## src/rtl/glyph_pkg.sv

```systemverilog
package glyph_pkg;
    localparam int ROW_W   = 32;
    localparam int COORD_W = 16;
    localparam int COLOR_W = 32;
    localparam int IDX_W   = $clog2(ROW_W);
    localparam int WID_W   = IDX_W + 1;
    localparam int ADDR_W  = 3;

    localparam logic [ADDR_W-1:0] A_WIDTH = 3'd0;
    localparam logic [ADDR_W-1:0] A_POS   = 3'd1;
    localparam logic [ADDR_W-1:0] A_STEP  = 3'd2;
    localparam logic [ADDR_W-1:0] A_FG    = 3'd3;
    localparam logic [ADDR_W-1:0] A_BG    = 3'd4;
    localparam logic [ADDR_W-1:0] A_MODE  = 3'd5;
    localparam logic [ADDR_W-1:0] A_PAIR  = 3'd6;

    localparam logic [1:0] MODE_OPAQUE = 2'd2;
    localparam logic [1:0] MODE_CLEAR  = 2'd3;

    typedef struct packed {
        logic [COORD_W-1:0] y;
        logic [COORD_W-1:0] x;
    } pos_t;

    typedef struct packed {
        logic [WID_W-1:0]   width;
        logic               transparent;
        logic [COLOR_W-1:0] fg;
        logic [COLOR_W-1:0] bg;
    } row_cfg_t;

    typedef enum logic {ST_IDLE, ST_EMIT} eng_st_t;

    function automatic pos_t pos_step(input pos_t a, input pos_t b);
        pos_t r;
        r.y = a.y + b.y;
        r.x = a.x + b.x;
        return r;
    endfunction

    function automatic logic [WID_W-1:0] width_fix(input logic [WID_W-1:0] w);
        if (w == '0 || w > WID_W'(ROW_W))
            return WID_W'(ROW_W);
        return w;
    endfunction
endpackage

```

## src/rtl/glyph_regs.sv

```systemverilog
module glyph_regs
    import glyph_pkg::*;
(
    input  logic                clk,
    input  logic                rst,
    input  logic                cfg_we,
    input  logic [ADDR_W-1:0]   cfg_addr,
    input  logic [63:0]         cfg_wdata,
    input  logic                row_done,
    output pos_t                run_pos,
    output row_cfg_t            cfg
);
    logic [WID_W-1:0]   width_q;
    logic [1:0]         mode_q;
    logic [COLOR_W-1:0] fg_q, bg_q;
    pos_t               pos_q, step_q;
    logic               pos_wr;

    assign pos_wr = cfg_we && cfg_addr == A_POS;

    always_ff @(posedge clk) begin
        if (rst) begin
            width_q <= WID_W'(ROW_W);
            mode_q  <= MODE_OPAQUE;
            fg_q    <= '0;
            bg_q    <= '0;
            pos_q   <= '0;
            step_q  <= '{y: COORD_W'(1), x: '0};
        end else begin
            if (cfg_we) begin
                case (cfg_addr)
                    A_WIDTH: width_q <= cfg_wdata[WID_W-1:0];
                    A_STEP:  step_q  <= cfg_wdata[2*COORD_W-1:0];
                    A_FG:    fg_q    <= cfg_wdata[COLOR_W-1:0];
                    A_BG:    bg_q    <= cfg_wdata[COLOR_W-1:0];
                    A_MODE:  mode_q  <= cfg_wdata[1:0];
                    A_PAIR: begin
                        fg_q <= cfg_wdata[32+COLOR_W-1:32];
                        bg_q <= cfg_wdata[COLOR_W-1:0];
                    end
                    default: ;
                endcase
            end
            if (pos_wr)
                pos_q <= cfg_wdata[2*COORD_W-1:0];
            else if (row_done)
                pos_q <= pos_step(pos_q, step_q);
        end
    end

    assign run_pos         = pos_q;
    assign cfg.width       = width_fix(width_q);
    assign cfg.transparent = (mode_q == MODE_CLEAR);
    assign cfg.fg          = fg_q;
    assign cfg.bg          = bg_q;


    width_range_chk: assert property (@(posedge clk) disable iff (rst)
        cfg.width >= WID_W'(1) && cfg.width <= WID_W'(ROW_W));


    pos_write_wins_chk: assert property (@(posedge clk) disable iff (rst)
        pos_wr |=> run_pos == $past(cfg_wdata[2*COORD_W-1:0]));
endmodule

```

## src/rtl/glyph_row_engine.sv

```systemverilog
module glyph_row_engine
    import glyph_pkg::*;
(
    input  logic                clk,
    input  logic                rst,
    input  logic                row_valid,
    input  logic [ROW_W-1:0]    row_data,
    output logic                row_ready,
    input  pos_t                run_pos,
    input  row_cfg_t            cfg,
    output logic                px_valid,
    input  logic                px_ready,
    output pos_t                px_pos,
    output logic [COLOR_W-1:0]  px_color,
    output logic                row_done
);
    eng_st_t          st_q;
    logic [ROW_W-1:0] sh_q;
    logic [IDX_W-1:0] idx_q;
    pos_t             base_q;
    row_cfg_t         lat_q;
    logic             cur_bit, step, last;

    assign cur_bit   = sh_q[ROW_W-1];
    assign row_ready = (st_q == ST_IDLE);
    assign px_valid  = (st_q == ST_EMIT) && (cur_bit || !lat_q.transparent);
    assign step      = (st_q == ST_EMIT) && (!px_valid || px_ready);
    assign last      = ({1'b0, idx_q} == lat_q.width - WID_W'(1));
    assign row_done  = step && last;
    assign px_pos.y  = base_q.y;
    assign px_pos.x  = base_q.x + COORD_W'(idx_q);
    assign px_color  = cur_bit ? lat_q.fg : lat_q.bg;

    always_ff @(posedge clk) begin
        if (rst) begin
            st_q   <= ST_IDLE;
            sh_q   <= '0;
            idx_q  <= '0;
            base_q <= '0;
            lat_q  <= '0;
        end else if (st_q == ST_IDLE) begin
            if (row_valid) begin
                st_q   <= ST_EMIT;
                sh_q   <= row_data;
                idx_q  <= '0;
                base_q <= run_pos;
                lat_q  <= cfg;
            end
        end else if (step) begin
            if (last) begin
                st_q <= ST_IDLE;
            end else begin
                idx_q <= idx_q + IDX_W'(1);
                sh_q  <= sh_q << 1;
            end
        end
    end


    hold_under_stall_chk: assert property (@(posedge clk) disable iff (rst)
        px_valid && !px_ready |=> px_valid && $stable(px_pos) && $stable(px_color));


    busy_excl_chk: assert property (@(posedge clk) disable iff (rst)
        !(row_ready && px_valid));


    row_line_chk: assert property (@(posedge clk) disable iff (rst)
        !row_ready && $past(!row_ready) |-> $stable(px_pos.y));


    clear_fg_only_chk: assert property (@(posedge clk) disable iff (rst)
        px_valid && lat_q.transparent |-> px_color == lat_q.fg);
endmodule

```

## src/rtl/glyph_expander.sv

```systemverilog
module glyph_expander
    import glyph_pkg::*;
(
    input  logic                clk,
    input  logic                rst,
    input  logic                cfg_we,
    input  logic [ADDR_W-1:0]   cfg_addr,
    input  logic [63:0]         cfg_wdata,
    input  logic                row_valid,
    input  logic [ROW_W-1:0]    row_data,
    output logic                row_ready,
    output logic                px_valid,
    input  logic                px_ready,
    output logic [COORD_W-1:0]  px_x,
    output logic [COORD_W-1:0]  px_y,
    output logic [COLOR_W-1:0]  px_color
);
    pos_t     run_pos, px_pos;
    row_cfg_t cfg;
    logic     row_done;

    glyph_regs u_regs (
        .clk       (clk),
        .rst       (rst),
        .cfg_we    (cfg_we),
        .cfg_addr  (cfg_addr),
        .cfg_wdata (cfg_wdata),
        .row_done  (row_done),
        .run_pos   (run_pos),
        .cfg       (cfg)
    );

    glyph_row_engine u_eng (
        .clk       (clk),
        .rst       (rst),
        .row_valid (row_valid),
        .row_data  (row_data),
        .row_ready (row_ready),
        .run_pos   (run_pos),
        .cfg       (cfg),
        .px_valid  (px_valid),
        .px_ready  (px_ready),
        .px_pos    (px_pos),
        .px_color  (px_color),
        .row_done  (row_done)
    );

    assign px_x = px_pos.x;
    assign px_y = px_pos.y;
endmodule

```

## config.mk

```make
export PLATFORM = sky130hd
export DESIGN_NAME = glyph_expander
export DESIGN_NICKNAME = d
export VERILOG_FILES = /design/src/rtl/glyph_pkg.sv /design/src/rtl/glyph_regs.sv /design/src/rtl/glyph_row_engine.sv /design/src/rtl/glyph_expander.sv
export SDC_FILE = /design/constraint.sdc
export NUM_CORES = 1
export LEC_CHECK = 0
export CAP_MARGIN = 5
export CORE_MARGIN = 1.5
export CORE_UTILIZATION = 56
export DETAILED_ROUTE_END_ITERATION = 16
export GPL_ROUTABILITY_DRIVEN = 0
export GPL_TIMING_DRIVEN = 1
export HOLD_SLACK_MARGIN = 0.03
export MAX_ROUTING_LAYER = met4
export PLACE_DENSITY_LB_ADDON = 0.15
export SLEW_MARGIN = 20
export SYNTH_ARGS = -nofsm -noshare
export SYNTH_HDL_FRONTEND = slang
export SYNTH_SLANG_ARGS = --single-unit
export TNS_END_PERCENT = 30
```

## constraint.sdc

```tcl
create_clock -name clk -period 3.55 [get_ports clk]
set_clock_uncertainty 0.2 [all_clocks]
set_input_delay 0.71 -clock clk [delete_from_list [all_inputs] [get_ports clk]]
set_output_delay 0.71 -clock clk [all_outputs]
set_load 0.05 [all_outputs]
```

* After elaboration in Yosys (flattened, before gate mapping)
Index checks and enable logic that the tools add are counted.
Operators by class: magnitude comparators 1, bitwise gates (word level) 1, $add $sub $neg 5, eq/ne operators 10, reduce and logical (&&, ||, !) cells 22, muxes and demuxes 19
Operators by type and width (count):
- $mux 32 | 7
- $pmux 32 s2 | 1
- $add 16x16->16 | 2
- $mux 5 | 4
- $add 16x5->16 | 1
- $mux 6 | 2
- $reduce_and 2->1 | 6
- $eq 3x3->1 const B | 3
- $eq 3x2->1 const B | 2
- $eq 5x6->1 | 1
- $gt 6x6->1 const B | 1
- $logic_not 6->1 | 1
- $reduce_bool 2->1 | 3
- $sub 6x1->6 const B | 1
- $add 5x1->5 const B | 1
- $mux 1 | 5
- $logic_and 1x1->1 | 4
- $ne 2x2->1 const B | 2
- $eq 3x1->1 const B | 1
- $logic_not 3->1 | 1
- $logic_or 1x1->1 | 3
- $reduce_and 3->1 | 1
- $eq 2x2->1 const B | 1
- $logic_not 1->1 | 2
- other kinds (2) | 2
Word-level totals: word-level logic and storage cells 75, output and inout bits 66, input port bits 104, register bits 277

* Logic depth before layout (Yosys ltp)
depth after elaboration 9, mapped depth 11, gate-level depth less buffers 9

* Modules after synthesis
Synthesis repeated with hierarchy kept, for this count alone.
Second synthesis, totals: cells, all modules 1550, area total of the unflattened synthesis 13176.4 um2
Modules (own cells, without submodules):
- glyph_regs | cells each 786, seq. area each 2722.6 um2, times used 1, area each 6670.1 um2
- glyph_row_engine | cells each 764, seq. area each 2822.7 um2, times used 1, area each 6506.2 um2

* Worst setup path after synthesis
No wires, ideal clock.
kind register to output, from reg u_eng.idx_q[0], to out px_x[10], stages on the path, launching flop included 9, slack 0.157 ns, arrival 2.483 ns, data required time 2.640 ns, buffers on the path 0, path through dfxtp_1 > ha_1 > fa_1 > a21o_1 > a21oi_1 > inv_1 > a21oi_1 > nor2_1 > xor2_1
Between the ends: longest elaborated chain between the ends 1
Ends and longest elaborated chain:
- from (decl) | line glyph_row_engine.sv:19 | logic [IDX_W-1:0] idx_q;
- from (signal assigned) | line glyph_row_engine.sv:53 | idx_q <= idx_q + IDX_W'(1);
- $add 16x5->16 | line glyph_row_engine.sv:31 | assign px_pos.x = base_q.x + COORD_W'(idx_q);
- to (decl) | line glyph_expander.sv:14 | output logic [COORD_W-1:0] px_x,
Every way passes these cells.

* Final worst setup path
from reg u_eng.idx_q[0], to out px_x[6]
Same word-level chain as after synthesis.

==> results_dict.tcl <==
set metrics [dict create \
    first_global_vias 10700 \
    cts_max_path_buffers 3 \
    worstPathRequired_ns 2.64 \
    synth_area_per_cell_sq_um 8.32 \
    rsz0062_at_grt "yes" \
    drt-initial-drc-count 678 \
    critPathKind "reg2out" \
    layout.cells.non_filler 1966 \
    fmax_mhz 281 \
    routedWlPerCell_um 16.5 \
    reg2reg_from "u_regs.run_pos[0]$_SDFFE_PP0P_" \
    synth-edff-count 0 \
    row_count 55 \
    slew_headroom_pct 52.9 \
    htree_num_levels 1 \
    postSynthCellCount 1559 \
    ys_seq_area_share_pct 42.8 \
    synth-simple-area-share_pct 18.4 \
    finalHoldViolCount 0 \
    clkTransAtPathRegs_ns 0.06 \
    antenna_left 0 \
    cp.arrival_ns 2.65 \
    grt_usage_pct 27.7 \
    numCtsBuffers 28 \
    cp-end-kind "primary output" \
    drive_above_1_share_pct 11.8 \
    hold_start "u_eng.lat_q[64]$_SDFFE_PP0P_" \
    min_path_cells 2 \
    die_w_um 155 \
    synth-main-ff-cell "dfxtp_1" \
    fin_crit_sh_pct 100 \
    drc 0 \
    busiest_layer "met2" \
    insertion_delay_ns 0.55 \
    cp-startpoint "u_eng.idx_q[0]$_SDFFE_PP0P_" \
    pin_count 170 \
    antenna_found_initial 1 \
    synth_top_family_by_area "simple AND/OR/NAND/NOR gates" \
    cts_tree "yes" \
    ff2ff_path_depth 9 \
    dieArea_sq_um 24100 \
    dp.final_hpwl_mm 21.3 \
    regToRegSetupSlack_ns 0.75 \
    grt_first_pass_wirelength_mm 53.0 \
    setup_viol 1 \
    drt-vias-per-instance 5.62 \
    pwr_density_cell_nw_per_um2 438 \
    overflow 0 \
    vias 11100 \
    yosysUniqueCellTypes 55 \
    routed_wl_mm 32.5 \
    start_util_pct 57.1 \
    syn_to_final_growth_pct 21.3 \
    syn_nets 1703 \
    layout_setup_ws_ns -0.0144 \
    synth-compound-area-share_pct 18.4 \
    use_met1_pct 34.5 \
    use_met2_pct 46.9 \
    cts.sinks 277 \
    async_flop_share_pct 0 \
    ir_drop_v 0.000319 \
    synth_warnings 0 \
    violations "negative setup slack" \
    tightest_slew_ns 0.707 \
    ys_ff_latch 277 \
    grt.met3_usage_pct 3.73 \
    report.final.slew_viol_count 0 \
    min_to "u_eng.lat_q[64]$_SDFFE_PP0P_" \
    leakagePower_uw 0.00608 \
    placedCellCount 1911 \
    synthAdderAreaFrac_pct 4.03 \
    yosys-mux-area-fraction_pct 8.65 \
    portBuffers 169 \
    core_sq_um 22700 \
    fin_crit_ns 3.56 \
    r2r-end "u_regs.run_pos[14]$_SDFFE_PP0P_" \
    first_pass_iters 6 \
    cts_root_buf "clkbuf_16" \
    syn_area_sq_um 13000 \
    synthTopCellsByArea "dfxtp_1 43%, nand2_1 11%, a21oi_1 8.1%" \
    grt_start_max_net_pins 113 \
    die_y_um 155 \
    critPathMaxFanout 3 \
    pre_cts_slack_ns 0.298 \
    status "finished with violations" \
    synth_xor_area_share_pct 3.04 \
    finalNetCount 1805 \
    yosysTopAreaCellShare_pct 42.8 \
    cp-start-kind "flop" \
    yosysTopAreaCell "dfxtp_1" \
    hp-class "reg2reg" \
    cap_violations 0 \
]
worst max path at each step:
stage / end / slack, ns / cells past startpoint
2_1_floorplan: px_x[10] / 0.16 / 8
3_3_place_gp: px_x[14] / 0.33 / 10
3_5_place_dp: px_x[14] / 0.30 / 10
4_1_cts: px_x[6] / 0.0009 / 10
5_1_grt: px_x[6] / -0.10 / 10
6_report: px_x[6] / -0.01 / 10
cells in the mapped netlist (2+ instances only):
cell,n
fa_1,3
inv_1,11
nand3b_1,11
o31a_1,2
nand4_1,7
a21o_1,12
nand2b_1,4
mux2i_1,75
nand3_1,11
a21oi_1,210
and3_1,6
o211ai_1,4
a41oi_1,2
o31ai_1,3
nor3_1,12
buf_6,2
buf_4,19
mux2_2,33
dfxtp_1,277
o211a_1,2
a31oi_1,2
nand4b_1,2
and2_1,2
o21bai_1,5
o21ai_0,20
o21a_1,3
ha_1,37
a211oi_2,32
xor2_1,18
a211oi_1,46
clkbuf_1,89
o21ai_1,4
a221oi_1,2
nor2_1,122
a311oi_1,16
nor3b_1,2
buf_1,8
nor2b_1,6
buf_2,6
or3_1,4
xnor2_1,27
nand2_1,387
state kept, by name, indices dropped and copies added (netlist names):
| register | flops |
|---|---|
| u_eng.lat_q | 71 |
| u_regs.width_q | 6 |
| u_eng.st_q | 1 |
| u_regs.step_q | 32 |
| u_regs.mode_q | 2 |
| u_regs.run_pos | 32 |
| u_eng.idx_q | 5 |
| u_eng.base_q | 16 |
| u_eng.sh_q | 32 |
| u_regs.bg_q | 32 |
| u_regs.fg_q | 32 |
| u_eng.px_pos | 16 |
critical path: stages (launching register included):
cell and delay [ns]:
dfxtp_4 0.35, ha_4 0.16, fa_2 0.38, a21o_1 0.17, a21oi_2 0.15, inv_1 0.08
a21oi_2 0.16, buf_4 0.14, nand2b_4 0.11, xnor2_1 0.12, bufbuf_16 0.30
where the power goes:
group / switching, uW / internal [uW] / leakage, uW
logic: 453 / 324 / 0.00340
clock network: 1200 / 1630 / 0.000428
registers: 64.9 / 3220 / 0.00225
per-layer routing:
metal	share of wire, %	up-vias	routed length (um)
met1	44	5167	14200
met5	0	-	0
met2	48	303	15500
met4	2.6	0	852
li1	-	5539	-
met3	5.6	46	1810
timing repair:
item / in CTS / in global routing
endpoints found under the setup margin: 10 / 11
resized for setup: 9 / 5
endpoints found under the hold margin: 0 / 0
pin swaps: 3 / 3
buffers inserted: 2 / 3
hold buffers: 0 / 0
gates cloned: 0 / 0
through the flow:
stage | total power, uW | cell area, sq um | TNS, ns | hold WS (ns) | utilization [%]
global placement | 4110 | 14800 | 0 | 0.236 | 65.0
detailed placement | 4130 | 14800 | 0 | 0.244 | 65.0
global route | 7150 | 15700 | -0.215 | 0.268 | 69.3
floorplan | 3840 | 13000 | 0 | 0.227 | -
finish | 6890 | 15700 | -0.0144 | 0.246 | 69.3
CTS | 6940 | 15700 | 0 | 0.251 | 69.1
logic make-up (layout without fill, tap and decap cells):
logic type,count (synthesis),after routing
AOI/OAI and AO/OA,370,370
xor gates and xnor gates,45,45
adders and majority gates,40,40
buffers and inverters,135,256
DFF,277,277
muxes,108,108
other,0,1
and+or+nand+nor,584,584
placed cells by master, fill, tap and decap left out, types with 5 or more instances in the layout:
master | Yosys | routed
a211oi_1 | 46 | 46
a211oi_2 | 32 | 32
a21o_1 | 12 | 12
a21oi_1 | 210 | 207
a311oi_1 | 16 | 16
and3_1 | 6 | 5
buf_12 | 0 | 15
buf_4 | 19 | 55
clkbuf_1 | 89 | 9
clkbuf_16 | 0 | 28
clkbuf_8 | 0 | 6
clkdlybuf4s50_1 | 0 | 122
dfxtp_1 | 277 | 273
ha_1 | 37 | 36
inv_1 | 11 | 11
mux2_2 | 33 | 33
mux2i_1 | 75 | 75
nand2_1 | 387 | 386
nand3_1 | 11 | 11
nand3b_1 | 11 | 11
nand4_1 | 7 | 7
nor2_1 | 122 | 121
nor2b_1 | 6 | 5
nor3_1 | 12 | 12
o21ai_0 | 20 | 20
o21bai_1 | 5 | 5
xnor2_1 | 27 | 27
xor2_1 | 18 | 18
final cells by class:
class,count,area (sq um)
clock buffer,42,803
antenna,1,2.50
clock inverter,7,73.8
timing repair buffer,196,2030
tap,285,357
multi-input combinational,1147,6880
inverter,11,41.3
fill,1864,6970
sequential,277,5550
Note: power is estimated with default switching activity, not from simulation.
